## config.mk

```make
export PLATFORM = sky130hd
export DESIGN_NAME = zpm_clock_switch
export DESIGN_NICKNAME = d
export VERILOG_FILES = /design/src/rtl/zpm_pkg.sv /design/src/rtl/zpm_sync.sv /design/src/rtl/zpm_edge_match.sv /design/src/rtl/zpm_ctrl.sv /design/src/rtl/zpm_clock_switch.sv
export SDC_FILE = /design/constraint.sdc
export NUM_CORES = 1
export LEC_CHECK = 0
export ABC_AREA = 1
export CORE_MARGIN = 10
export CORE_UTILIZATION = 40
export DETAILED_ROUTE_END_ITERATION = 8
export DONT_BUFFER_PORTS = 1
export PLACE_DENSITY = 0.66
export SLEW_MARGIN = 25
export SYNTH_ARGS = -nofsm -noshare
export SYNTH_HDL_FRONTEND = slang
export SYNTH_HIERARCHICAL = 1
export SYNTH_SLANG_ARGS = --single-unit
```

## constraint.sdc

```tcl
create_clock -name clk_i -period 4.8 [get_ports clk_i]
set_input_delay 1.44 -clock clk_i [delete_from_list [all_inputs] [get_ports clk_i]]
set_output_delay 1.44 -clock clk_i [all_outputs]
set_load 0.02 [all_outputs]
```

## src/rtl/zpm_pkg.sv

```systemverilog
`timescale 1ns/1ps
package zpm_pkg;
    typedef enum logic [1:0] {
        SW_IDLE  = 2'd0,
        SW_MATCH = 2'd1,
        SW_LOW   = 2'd2
    } sw_state_e;
endpackage

```

## src/rtl/zpm_sync.sv

```systemverilog
`timescale 1ns/1ps
module zpm_sync #(
    parameter int N_SRC  = 4,
    parameter int STAGES = 2
) (
    input  logic             clk_i,
    input  logic             rst_n_i,
    input  logic [N_SRC-1:0] async_i,
    output logic [N_SRC-1:0] sync_o
);
    for (genvar g = 0; g < N_SRC; g++) begin : g_src
        logic [STAGES-1:0] chain_q;
        always_ff @(posedge clk_i or negedge rst_n_i) begin
            if (!rst_n_i) chain_q <= '0;
            else          chain_q <= {chain_q[STAGES-2:0], async_i[g]};
        end
        assign sync_o[g] = chain_q[STAGES-1];
    end
endmodule

```

## src/rtl/zpm_edge_match.sv

```systemverilog
`timescale 1ns/1ps
module zpm_edge_match #(
    parameter int N_SRC = 4,
    localparam int SEL_W = $clog2(N_SRC)
) (
    input  logic             clk_i,
    input  logic             rst_n_i,
    input  logic [N_SRC-1:0] smp_i,
    input  logic [SEL_W-1:0] cur_i,
    input  logic [SEL_W-1:0] tgt_i,
    output logic             match_o,
    output logic             both_low_o
);
    typedef struct packed {
        logic [N_SRC-1:0] prev;
        logic [N_SRC-1:0] rise_dly;
    } em_regs_t;

    em_regs_t em_d, em_q;
    logic [N_SRC-1:0] rise;

    always_comb begin
        rise          = smp_i & ~em_q.prev;
        em_d.prev     = smp_i;
        em_d.rise_dly = rise;
    end

    always_ff @(posedge clk_i or negedge rst_n_i) begin
        if (!rst_n_i) em_q <= '0;
        else          em_q <= em_d;
    end

    // coincidence: both rises in the same sample, or one sample apart
    assign match_o = (rise[cur_i] && (rise[tgt_i] || em_q.rise_dly[tgt_i]))
                   || (rise[tgt_i] && em_q.rise_dly[cur_i]);
    assign both_low_o = !smp_i[cur_i] && !smp_i[tgt_i];

    // a reported match always coincides with a fresh sampled rise
    a_r2_match_on_rise: assert property (@(posedge clk_i) disable iff (!rst_n_i)
        match_o |-> (smp_i[cur_i] && !em_q.prev[cur_i]) || (smp_i[tgt_i] && !em_q.prev[tgt_i]));
endmodule

```

## src/rtl/zpm_ctrl.sv

```systemverilog
`timescale 1ns/1ps
module zpm_ctrl
    import zpm_pkg::*;
#(
    parameter int N_SRC = 4,
    localparam int SEL_W = $clog2(N_SRC)
) (
    input  logic             clk_i,
    input  logic             rst_n_i,
    input  logic [N_SRC-1:0] live_i,
    input  logic             req_i,
    input  logic [SEL_W-1:0] req_sel_i,
    input  logic             match_i,
    input  logic             both_low_i,
    output logic [SEL_W-1:0] cur_o,
    output logic [SEL_W-1:0] tgt_o,
    output logic             busy_o,
    output logic             done_o
);
    typedef struct packed {
        sw_state_e        state;
        logic [SEL_W-1:0] cur;
        logic [SEL_W-1:0] tgt;
        logic [SEL_W-1:0] alt;
        logic             done;
    } ctl_regs_t;

    ctl_regs_t ct_d, ct_q;
    logic req_valid;

    always_comb begin
        req_valid = int'(req_sel_i) < N_SRC;
        ct_d      = ct_q;
        ct_d.done = 1'b0;
        if (!live_i[ct_q.cur] && live_i[ct_q.alt] && ct_q.alt != ct_q.cur) begin
            ct_d.cur   = ct_q.alt;
            ct_d.alt   = ct_q.cur;
            ct_d.state = SW_IDLE;
            ct_d.done  = 1'b1;
        end else if (req_i) begin
            if (req_sel_i == ct_q.cur) begin
                ct_d.state = SW_IDLE;
            end else if (req_valid && live_i[req_sel_i]) begin
                ct_d.tgt   = req_sel_i;
                ct_d.state = SW_MATCH;
            end
        end else begin
            unique case (ct_q.state)
                SW_MATCH: begin
                    if (!live_i[ct_q.tgt]) ct_d.state = SW_IDLE;
                    else if (match_i)      ct_d.state = SW_LOW;
                end
                SW_LOW: begin
                    if (!live_i[ct_q.tgt]) begin
                        ct_d.state = SW_IDLE;
                    end else if (both_low_i) begin
                        ct_d.cur   = ct_q.tgt;
                        ct_d.alt   = ct_q.cur;
                        ct_d.state = SW_IDLE;
                        ct_d.done  = 1'b1;
                    end
                end
                default: ;
            endcase
        end
    end

    always_ff @(posedge clk_i or negedge rst_n_i) begin
        if (!rst_n_i) begin
            ct_q       <= '0;
            ct_q.state <= SW_IDLE;
        end else begin
            ct_q <= ct_d;
        end
    end

    assign cur_o  = ct_q.cur;
    assign tgt_o  = ct_q.tgt;
    assign busy_o = ct_q.state != SW_IDLE;
    assign done_o = ct_q.done;

    // refused request into a dead source leaves everything idle
    a_r1_refuse_dead: assert property (@(posedge clk_i) disable iff (!rst_n_i)
        (ct_q.state == SW_IDLE && req_i && req_sel_i != ct_q.cur && !live_i[req_sel_i]
         && live_i[ct_q.cur]) |=> (ct_q.state == SW_IDLE && $stable(ct_q.cur)));
    // low-wait is reached only through a detected coincidence
    a_r2_match_first: assert property (@(posedge clk_i) disable iff (!rst_n_i)
        (ct_q.state == SW_LOW) |-> ($past(ct_q.state) == SW_LOW || $past(match_i)));
    // a dead target drops the pending switch
    a_r3_cancel_dead: assert property (@(posedge clk_i) disable iff (!rst_n_i)
        (ct_q.state != SW_IDLE && !live_i[ct_q.tgt] && !req_i) |=> (ct_q.state == SW_IDLE));
    // dead active source falls back in one cycle
    a_r4_fallback: assert property (@(posedge clk_i) disable iff (!rst_n_i)
        (!live_i[ct_q.cur] && live_i[ct_q.alt] && ct_q.alt != ct_q.cur)
        |=> (ct_q.cur == $past(ct_q.alt)));
    // matched switch moves the select only with both sampled clocks low
    a_r6_switch_low: assert property (@(posedge clk_i) disable iff (!rst_n_i)
        ($past(ct_q.state) == SW_LOW && ct_q.cur != $past(ct_q.cur)) |-> $past(both_low_i));
    // every selection change is followed by done
    a_r10_done_pulse: assert property (@(posedge clk_i) disable iff (!rst_n_i)
        (ct_q.cur != $past(ct_q.cur)) |-> ct_q.done);
endmodule

```

## src/rtl/zpm_clock_switch.sv

```systemverilog
`timescale 1ns/1ps
module zpm_clock_switch #(
    parameter int N_SRC       = 4,
    parameter int SYNC_STAGES = 2,
    localparam int SEL_W      = $clog2(N_SRC)
) (
    input  logic             clk_i,
    input  logic             rst_n_i,
    input  logic [N_SRC-1:0] src_clk_i,
    input  logic [N_SRC-1:0] src_live_i,
    input  logic             req_i,
    input  logic [SEL_W-1:0] req_sel_i,
    output logic             ref_clk_o,
    output logic [SEL_W-1:0] cur_sel_o,
    output logic             busy_o,
    output logic             done_o
);
    logic [N_SRC-1:0] smp;
    logic [SEL_W-1:0] cur, tgt;
    logic             match, both_low;

    zpm_sync #(.N_SRC(N_SRC), .STAGES(SYNC_STAGES)) sync_i (
        .clk_i(clk_i), .rst_n_i(rst_n_i), .async_i(src_clk_i), .sync_o(smp)
    );

    zpm_edge_match #(.N_SRC(N_SRC)) match_i (
        .clk_i(clk_i), .rst_n_i(rst_n_i), .smp_i(smp), .cur_i(cur), .tgt_i(tgt),
        .match_o(match), .both_low_o(both_low)
    );

    zpm_ctrl #(.N_SRC(N_SRC)) ctrl_i (
        .clk_i(clk_i), .rst_n_i(rst_n_i), .live_i(src_live_i), .req_i(req_i),
        .req_sel_i(req_sel_i), .match_i(match), .both_low_i(both_low),
        .cur_o(cur), .tgt_o(tgt), .busy_o(busy_o), .done_o(done_o)
    );

    assign ref_clk_o = src_clk_i[cur];
    assign cur_sel_o = cur;
endmodule

```

Word level (Yosys, flattened, before mapping) --
Cells that the tools add are included.
Word-level totals: flip-flop bits (word level) 25, word-level logic and storage cells 84, input port bits 13, output and inout bits 5
Cells by class: reduce and logical (&&, ||, !) cells 18, mux-type cells 39, equality and inequality tests 8, $lt $le $gt $ge 4, bitwise logic cells 4
Operators with widths (number):
- 1-bit binary-select mux with 2-bit select | 11
- 2-bit two-way mux | 9
- 3-bit two-way mux | 5
- 2-bit by 3-bit less-than comparator with 1-bit output (second input constant) | 4
- 4-bit AND reduction | 3
- 1-bit two-way mux | 11
- 4-bit two-way mux | 2
- 2-bit nonzero test | 4
- 1-bit logical AND | 5
- 5-bit by 3-bit != test with 1-bit output (second input constant) | 1
- 5-bit by 4-bit != test with 1-bit output (second input constant) | 1
- 4-bit AND | 1
- 4-bit by 1-bit != test with 1-bit output (second input constant) | 1
- 4-bit inverter | 1
- 2-bit one-hot mux with 2 select lines | 1
- 4-bit nonzero test | 1
- 1-bit logical NOT | 3
- 2-bit by 1-bit == test with 1-bit output (second input constant) | 1
- 2-bit == test | 1
- 2-bit == test (second input constant) | 1
- 1-bit logical OR | 2
- 2-bit by 1-bit != test with 1-bit output (second input constant) | 1
- 2-bit != test | 1
- 1-bit inverter | 2

Longest topological paths before layout --
Gate-level depths: netlist of run 1.
depth in word-level cells 12, depth in mapped cells 17, gate-level depth less buffers 15

Modules after synthesis --
Netlist of run 1, hierarchy kept.
Modules (own cells, without submodules):
- zpm_ctrl | cells each 112, instances 1, area an instance 763.2 µm², seq. area each 225.2 µm²
- zpm_edge_match | cells each 75, instances 1, area an instance 489.2 µm², seq. area each 200.2 µm²
- zpm_sync | cells each 12, instances 1, area an instance 230.2 µm², seq. area each 200.2 µm²
- zpm_clock_switch | cells each 13, instances 1, area an instance 51.3 µm², seq. area each 0.0 µm²

Worst setup path after synthesis of run 1 --
Ideal clock, no wire load.
path kind input -> output, start input src_clk_i[3], end output ref_clk_o, setup slack 1.633 ns, stages on the path 4, arrival time 1.727 ns, data required time 3.360 ns, path buffers 0, cell sequence inv_1 -> nand2_1 -> nand3_1 -> nand2_1
Between the ends: longest elaborated chain between the ends 2
Ends and longest elaborated chain:
- start, declared | RTL line zpm_clock_switch.sv:9 | input logic [N_SRC-1:0] src_clk_i,
- 1-bit binary-select mux with 2-bit select | RTL line zpm_clock_switch.sv:37 | assign ref_clk_o = src_clk_i[cur];
- 1-bit two-way mux (not written as such) | RTL line zpm_clock_switch.sv:37
- end, declared | RTL line zpm_clock_switch.sv:13 | output logic ref_clk_o,
Every way passes these cells. The select of a mux whose other input is x is not followed.

Final worst setup path of run 1 --
Same ends and word-level chain as after synthesis.

==> run metrics, run 1 <==
Critical R2R Capture ctrl_i/cur_o[0]; fraction of layout instances using a drive strength above 1 11.6%; Yosys reg bits 25; Syn Nets 228; Pins Over Slew Limit 0; clk slew on worst S/H paths 0.09 ns; Slew HR 50.0%; Root Buffer Master clkbuf_8; Reg-to-Reg Start ctrl_i/cur_o[0]; die height 81.9 um; Clock Latency Late Sink 0.27 ns; crit path to ref_clk_o; Layout Cells excl Fill 255; Clock Path Buffers 2; Tot GR Track Use 9.81%; Max H-tree Level 1; tightest hold margin 0.357 ns; Wirelength per Cell 11.4 um; initial drt markers 40; post_cts resized 0; CP Max Fanout 2; mux contribution to synthesized area 0%; IO Count 18; ANT nets after route 0; CP Data Required Time 3.36 ns; Post-Route WL 2900 um; row cnt 22; CP endpoint kind output pin; dpl cells 251; R2R setup slack 2.53 ns; Antenna diodes 0; Seq/Total Area, Yosys 40.8%; clk sinks 25; Gate Count Post-Synth 212; Starting Density 41.6%; Nets 224; Util after Layout 42.7%; vias per cell 4.60; fmax 310 MHz; # setup viols final 0; period utilization 67.3%; Max-Cap Viols 0; status finished, final reports clean; Setup Fix Bufs, Post-CTS 0; synthesized area per cell 7.24 um2; first-pass GRT wire length 5300 um; Core Region 3690 um2; reg2reg path depth 11; Worst-Margin Slew 0.750 ns; CTS tree built; Hold Buf Count CTS 0; setup TNS 0 ns; first drt pass iteration count 4; Leakage Power 0.000869 uW; worst vdd ir 0.359 mV; Synth Area in Adders 2.45%; remaining global-route overflow 0; GP Congestion 0.827; largest net degree at the start of global routing 26; initial antenna violation count 0; CP Class input pin to output pin; crit path from src_clk_i[3]; Unique masters post-synth 20; Power Density 550 nW/um2; vias in the first global route 1,184; port bufs 0; Tmin final 3.23 ns; largest family of logic cells by synthesized area simple AND/OR/NAND/NOR gates; CTS Buf Count 3; Final Hold Fails 0; DR vias 1,174; Synth Area in Compound Gates 4.24%; worst min-delay path category flip-flop to flip-flop; Post-Synth Simple-Gate Area 36.6%; commonest cells after routing, fill and taps aside nand2_1 (73), inv_1 (42), dfrtp_1 (25), nand3_1 (23), nand3_2 (7); mapped cell area 1530 um2; P&R area growth vs syn 2.77%; fin area 1580 um2; commonest non-fill, non-tap cell in the layout nand2_1; Worst Clk Skew 0.00358 ns; fillers 397; chip width 81.9 um; die area 6710 um2; placed cell areas 1530 um2; Post-Synth XOR/XNOR Area 0%; Ys Warns 6; DP HPWL 2190 um; CP Launch Type input pin; RSZ-0062 raised after global routing false; DRC 0; crit path DAT 1.79 ns
synthesized netlist by cell type:
cell | instances | area, um2
dfrtp_1 | 25 | 626
buf_4 | 9 | 67.6
nand2_2 | 3 | 18.8
nand3_1 | 23 | 115
nor2_4 | 1 | 11.3
nand3_4 | 1 | 17.5
nor3_4 | 1 | 16.3
nand2_4 | 1 | 11.3
o21ai_1 | 6 | 30.0
inv_2 | 5 | 18.8
inv_1 | 42 | 158
o211ai_1 | 2 | 15.0
nor2_1 | 4 | 15.0
nand3_2 | 7 | 70.1
nand4_1 | 1 | 6.26
ha_1 | 3 | 37.5
nor2_2 | 1 | 6.26
nand2_1 | 73 | 274
a21oi_1 | 2 | 10.0
o21ai_0 | 2 | 10.0
cells by family (layout without fill, tap and decap cells):
group	Yosys count	in the layout
compound gates	12	12
fa+ha+maj	3	3
buf+inv	56	51
flops	25	25
simple gates	116	116
metrics by stage:
stage,power [uW],setup slack [ns]
final,867,1.57
after CTS,877,1.56
after global placement,736,1.57
after global routing,965,1.52
after floorplan,688,1.63
after detailed placement,743,1.56
cell type report:
class	instances	area [um2]	area share, %
tap	48	60.1	3.81
sequential	25	626	39.7
clock buffer	3	41.3	2.62
inverter	47	176	11.2
clock inverter	1	8.76	0.556
multi-input combinational	131	664	42.1
per-layer routing:
metal	routed length (um)	GRT usage [%]
met5	0	0
met2	1350	15.7
met3	129	2.73
met4	20	3.06
met1	1400	12.5
worst min path at each step:
stage	endpoint	from	cells after the start	slack, ns
CTS	sync_i/g_src[3].chain_q[1]	sync_i/g_src[3].chain_q[0]	0	0.36
finish	sync_i/g_src[0].chain_q[1]	sync_i/g_src[0].chain_q[0]	0	0.36
detailed placement	sync_i/g_src[3].chain_q[1]	sync_i/g_src[3].chain_q[0]	0	0.34
global route	sync_i/g_src[3].chain_q[1]	sync_i/g_src[3].chain_q[0]	0	0.38
global placement	sync_i/g_src[0].chain_q[1]	sync_i/g_src[0].chain_q[0]	0	0.33
floorplan	sync_i/g_src[0].chain_q[1]	sync_i/g_src[0].chain_q[0]	0	0.33
flip-flops by register name (all words and copies together), names as in the netlist:
name,flops
match_i/em_q,8
sync_i/g_src.chain_q,8
ctrl_i/ct_q,4
ctrl_i/cur_o,2
ctrl_i/tgt_o,2
ctrl_i/done_o,1
power breakdown:
group | internal (uW) | switching (uW) | total [uW]
Combinational | 139 | 252 | 391
Clock | 60.8 | 71.0 | 132
Sequential | 250 | 92.9 | 343
Total | 450 | 416 | 867
critical path, cell delays in order:
cell and delay, ns:
inv_1 0.02, nand2_1 0.05, nand3_1 0.08, nand2_1 0.20
(Power assumes the default switching activity.)
==> run 2: changes to the inputs <==
--- a/config.mk
+++ b/config.mk
@@ -10,7 +10,7 @@
 export CORE_UTILIZATION = 40
 export DETAILED_ROUTE_END_ITERATION = 8
 export DONT_BUFFER_PORTS = 1
-export PLACE_DENSITY = 0.66
+export PLACE_DENSITY = 0.68
 export SLEW_MARGIN = 25
 export SYNTH_ARGS = -nofsm -noshare
 export SYNTH_HDL_FRONTEND = slang
==> constraint.sdc (replaced) <==
create_clock -name clk_i -period 2.8 [get_ports clk_i]
set_input_delay 0.84 -clock clk_i [delete_from_list [all_inputs] [get_ports clk_i]]
set_output_delay 0.84 -clock clk_i [all_outputs]
set_load 0.02 [all_outputs]
==> run 2 against run 1 <==
Compared with the run above:
- non-clock buffer count is 1 higher
- worst setup slack got worse by 1.1 ns
- clock power increased by 55%
- largest cell class unchanged
==> run metrics, run 2 (synthesis results as in run 1) <==
status finished, final reports clean; CP Data Required Time 1.96 ns (-1.40 ns); first-pass GRT wire length 5090 um (-4.0%); post_cts resized 0 (unchanged); ANT nets after route 0 (unchanged); remaining global-route overflow 0 (unchanged); Antenna diodes 0 (unchanged); busiest grt layer met2; Starting Density 41.6% (unchanged); fin area 1580 um2 (+0.24%); worst min-delay path category input pin to async pin; Root Buffer Master clkbuf_8; IO Count 18 (unchanged); M2 GR Usage 15.9% (+0.24 points); CP Max Fanout 14 (+12); dpl cells 252 (+0.40%); Layout Cells excl Fill 256 (+0.39%); initial drt markers 34 (-15%); setup TNS 0 ns (unchanged); Max H-tree Level 1 (unchanged); Tot GR Track Use 9.42% (-0.39 points); Power Density 930 nW/um2 (+69%); Leakage Power 0.000873 uW (+0.54%); Max-Cap Viols 0 (unchanged); CP Class flip-flop to output pin; Worst-Margin Slew 0.565 ns (-0.184 ns); DP HPWL 2230 um (+1.6%); largest net degree at the start of global routing 26 (unchanged); DR vias 1,181 (+0.60%); CTS tree built; sequential cell area 626 um2 (unchanged); CTS Buf Count 3 (unchanged); crit path DAT 1.52 ns (-0.27 ns); area of the multi-input gates 664 um2 (unchanged); port bufs 0 (unchanged); die height 81.9 um (unchanged); Worst Clk Skew 0.00528 ns (+0.00170 ns); die area 6710 um2 (unchanged); fmax 424 MHz; met1 usage 12.0% (-0.54 points); row cnt 22 (unchanged); CP Launch Type flip-flop; Regs by FF count match_i/em_q x8, sync_i/g_src.chain_q x8, ctrl_i/ct_q x4; fraction of layout instances using a drive strength above 1 12.0% (+0.43 points); vias per cell 4.61 (+0.20%); M3 GR Usage 1.42% (-1.3 points); period utilization 84.2%; chip width 81.9 um (unchanged); Core Region 3690 um2 (unchanged); commonest non-fill, non-tap cell in the layout nand2_1; CP endpoint kind output pin; Clock Latency Late Sink 0.26 ns (about the same); tightest hold margin 0.259 ns (-0.0976 ns); DRC 0 (unchanged); Tmin final 2.36 ns; RSZ-0062 raised after global routing false; clk sinks 25 (unchanged); P&R area growth vs syn 3.02%; Post-Route WL 2850 um (-1.8%); fillers 380 (-4.3%); clk slew on worst S/H paths 0.08 ns (about the same); # setup viols final 0 (unchanged); worst vdd ir 0.582 mV (+62%); initial antenna violation count 0 (unchanged); vias in the first global route 1,174 (-0.84%); Hold Buf Count CTS 0 (unchanged); Slew HR 62.3% (+12 points); Final Hold Fails 0 (unchanged); commonest cells after routing, fill and taps aside nand2_1 (73), inv_1 (42), dfrtp_1 (25), nand3_1 (23), nand3_2 (7); first drt pass iteration count 4 (unchanged); Nets 225 (+0.45%); Clock Path Buffers 2 (unchanged); placed cell areas 1530 um2 (+0.49%); Wirelength per Cell 11.1 um (-2.1%); Pins Over Slew Limit 0 (unchanged); Setup Fix Bufs, Post-CTS 0 (unchanged); GP Congestion 0.813 (-1.7%)
## run 2: cell types whose count changed in the layout (fill, tap and decap cells not counted), sizes merged
cell | previous run | this run
buf | 0 | 1
inv | 48 | 47
clkinv | 0 | 1
## run 2: metrics by stage
stage	utilization [%]	worst slack (ns)	power, uW
4_1_cts	42.8	0.442	1490
2_1_floorplan	-	0.833	1180
3_5_place_dp	41.6	0.756	1280
6_report	42.8	0.443	1470
3_3_place_gp	41.6	0.771	1270
5_1_grt	42.8	0.325	1640
## run 2: critical path, cell delays in order (launching register included)
cell     delay (ns)
dfrtp_1        0.64
buf_4          0.25
inv_1          0.06
nand2_1        0.05
nand3_1        0.06
nand2_1        0.20
## run 2: cell type report
type	count	share of cell area [%]
inverter	47	11.2
clock inverter	1	0.317
timing repair buffer	1	0.475
clock buffer	3	2.61
tap	48	3.80
multi-input combinational	131	42.0
sequential	25	39.6
## run 2: worst paths after layout
kind | cells after the start | start | endpoint | slack [ns]
worst min-delay path | 0 | rst_n_i | sync_i/g_src[1].chain_q[0] | 0.26
worst min register to register | 0 | sync_i/g_src[2].chain_q[0] | sync_i/g_src[2].chain_q[1] | 0.35
worst max register to register | 11 | ctrl_i/cur_o[0] | ctrl_i/cur_o[1] | 0.84
worst max-delay path | 5 | ctrl_i/cur_o[0] | ref_clk_o | 0.44
max in group asynchronous | 0 | rst_n_i | ctrl_i/ct_q[8] | 2.46
min in group clk_i | 0 | sync_i/g_src[2].chain_q[0] | sync_i/g_src[2].chain_q[1] | 0.35
## run 2: where the power goes
group / switching (uW) / internal (uW) / total, uW
logic: 449 / 245 / 694
registers: 141 / 430 / 571
clock network: 106 / 99.2 / 205
## run 2: per-layer routing
layer | part of all wire [%] | up-vias
li1 | - | 632
met1 | 47 | 526
met2 | 49 | 23
met3 | 3.6 | 0
met4 | 0 | 0
met5 | 0 | -
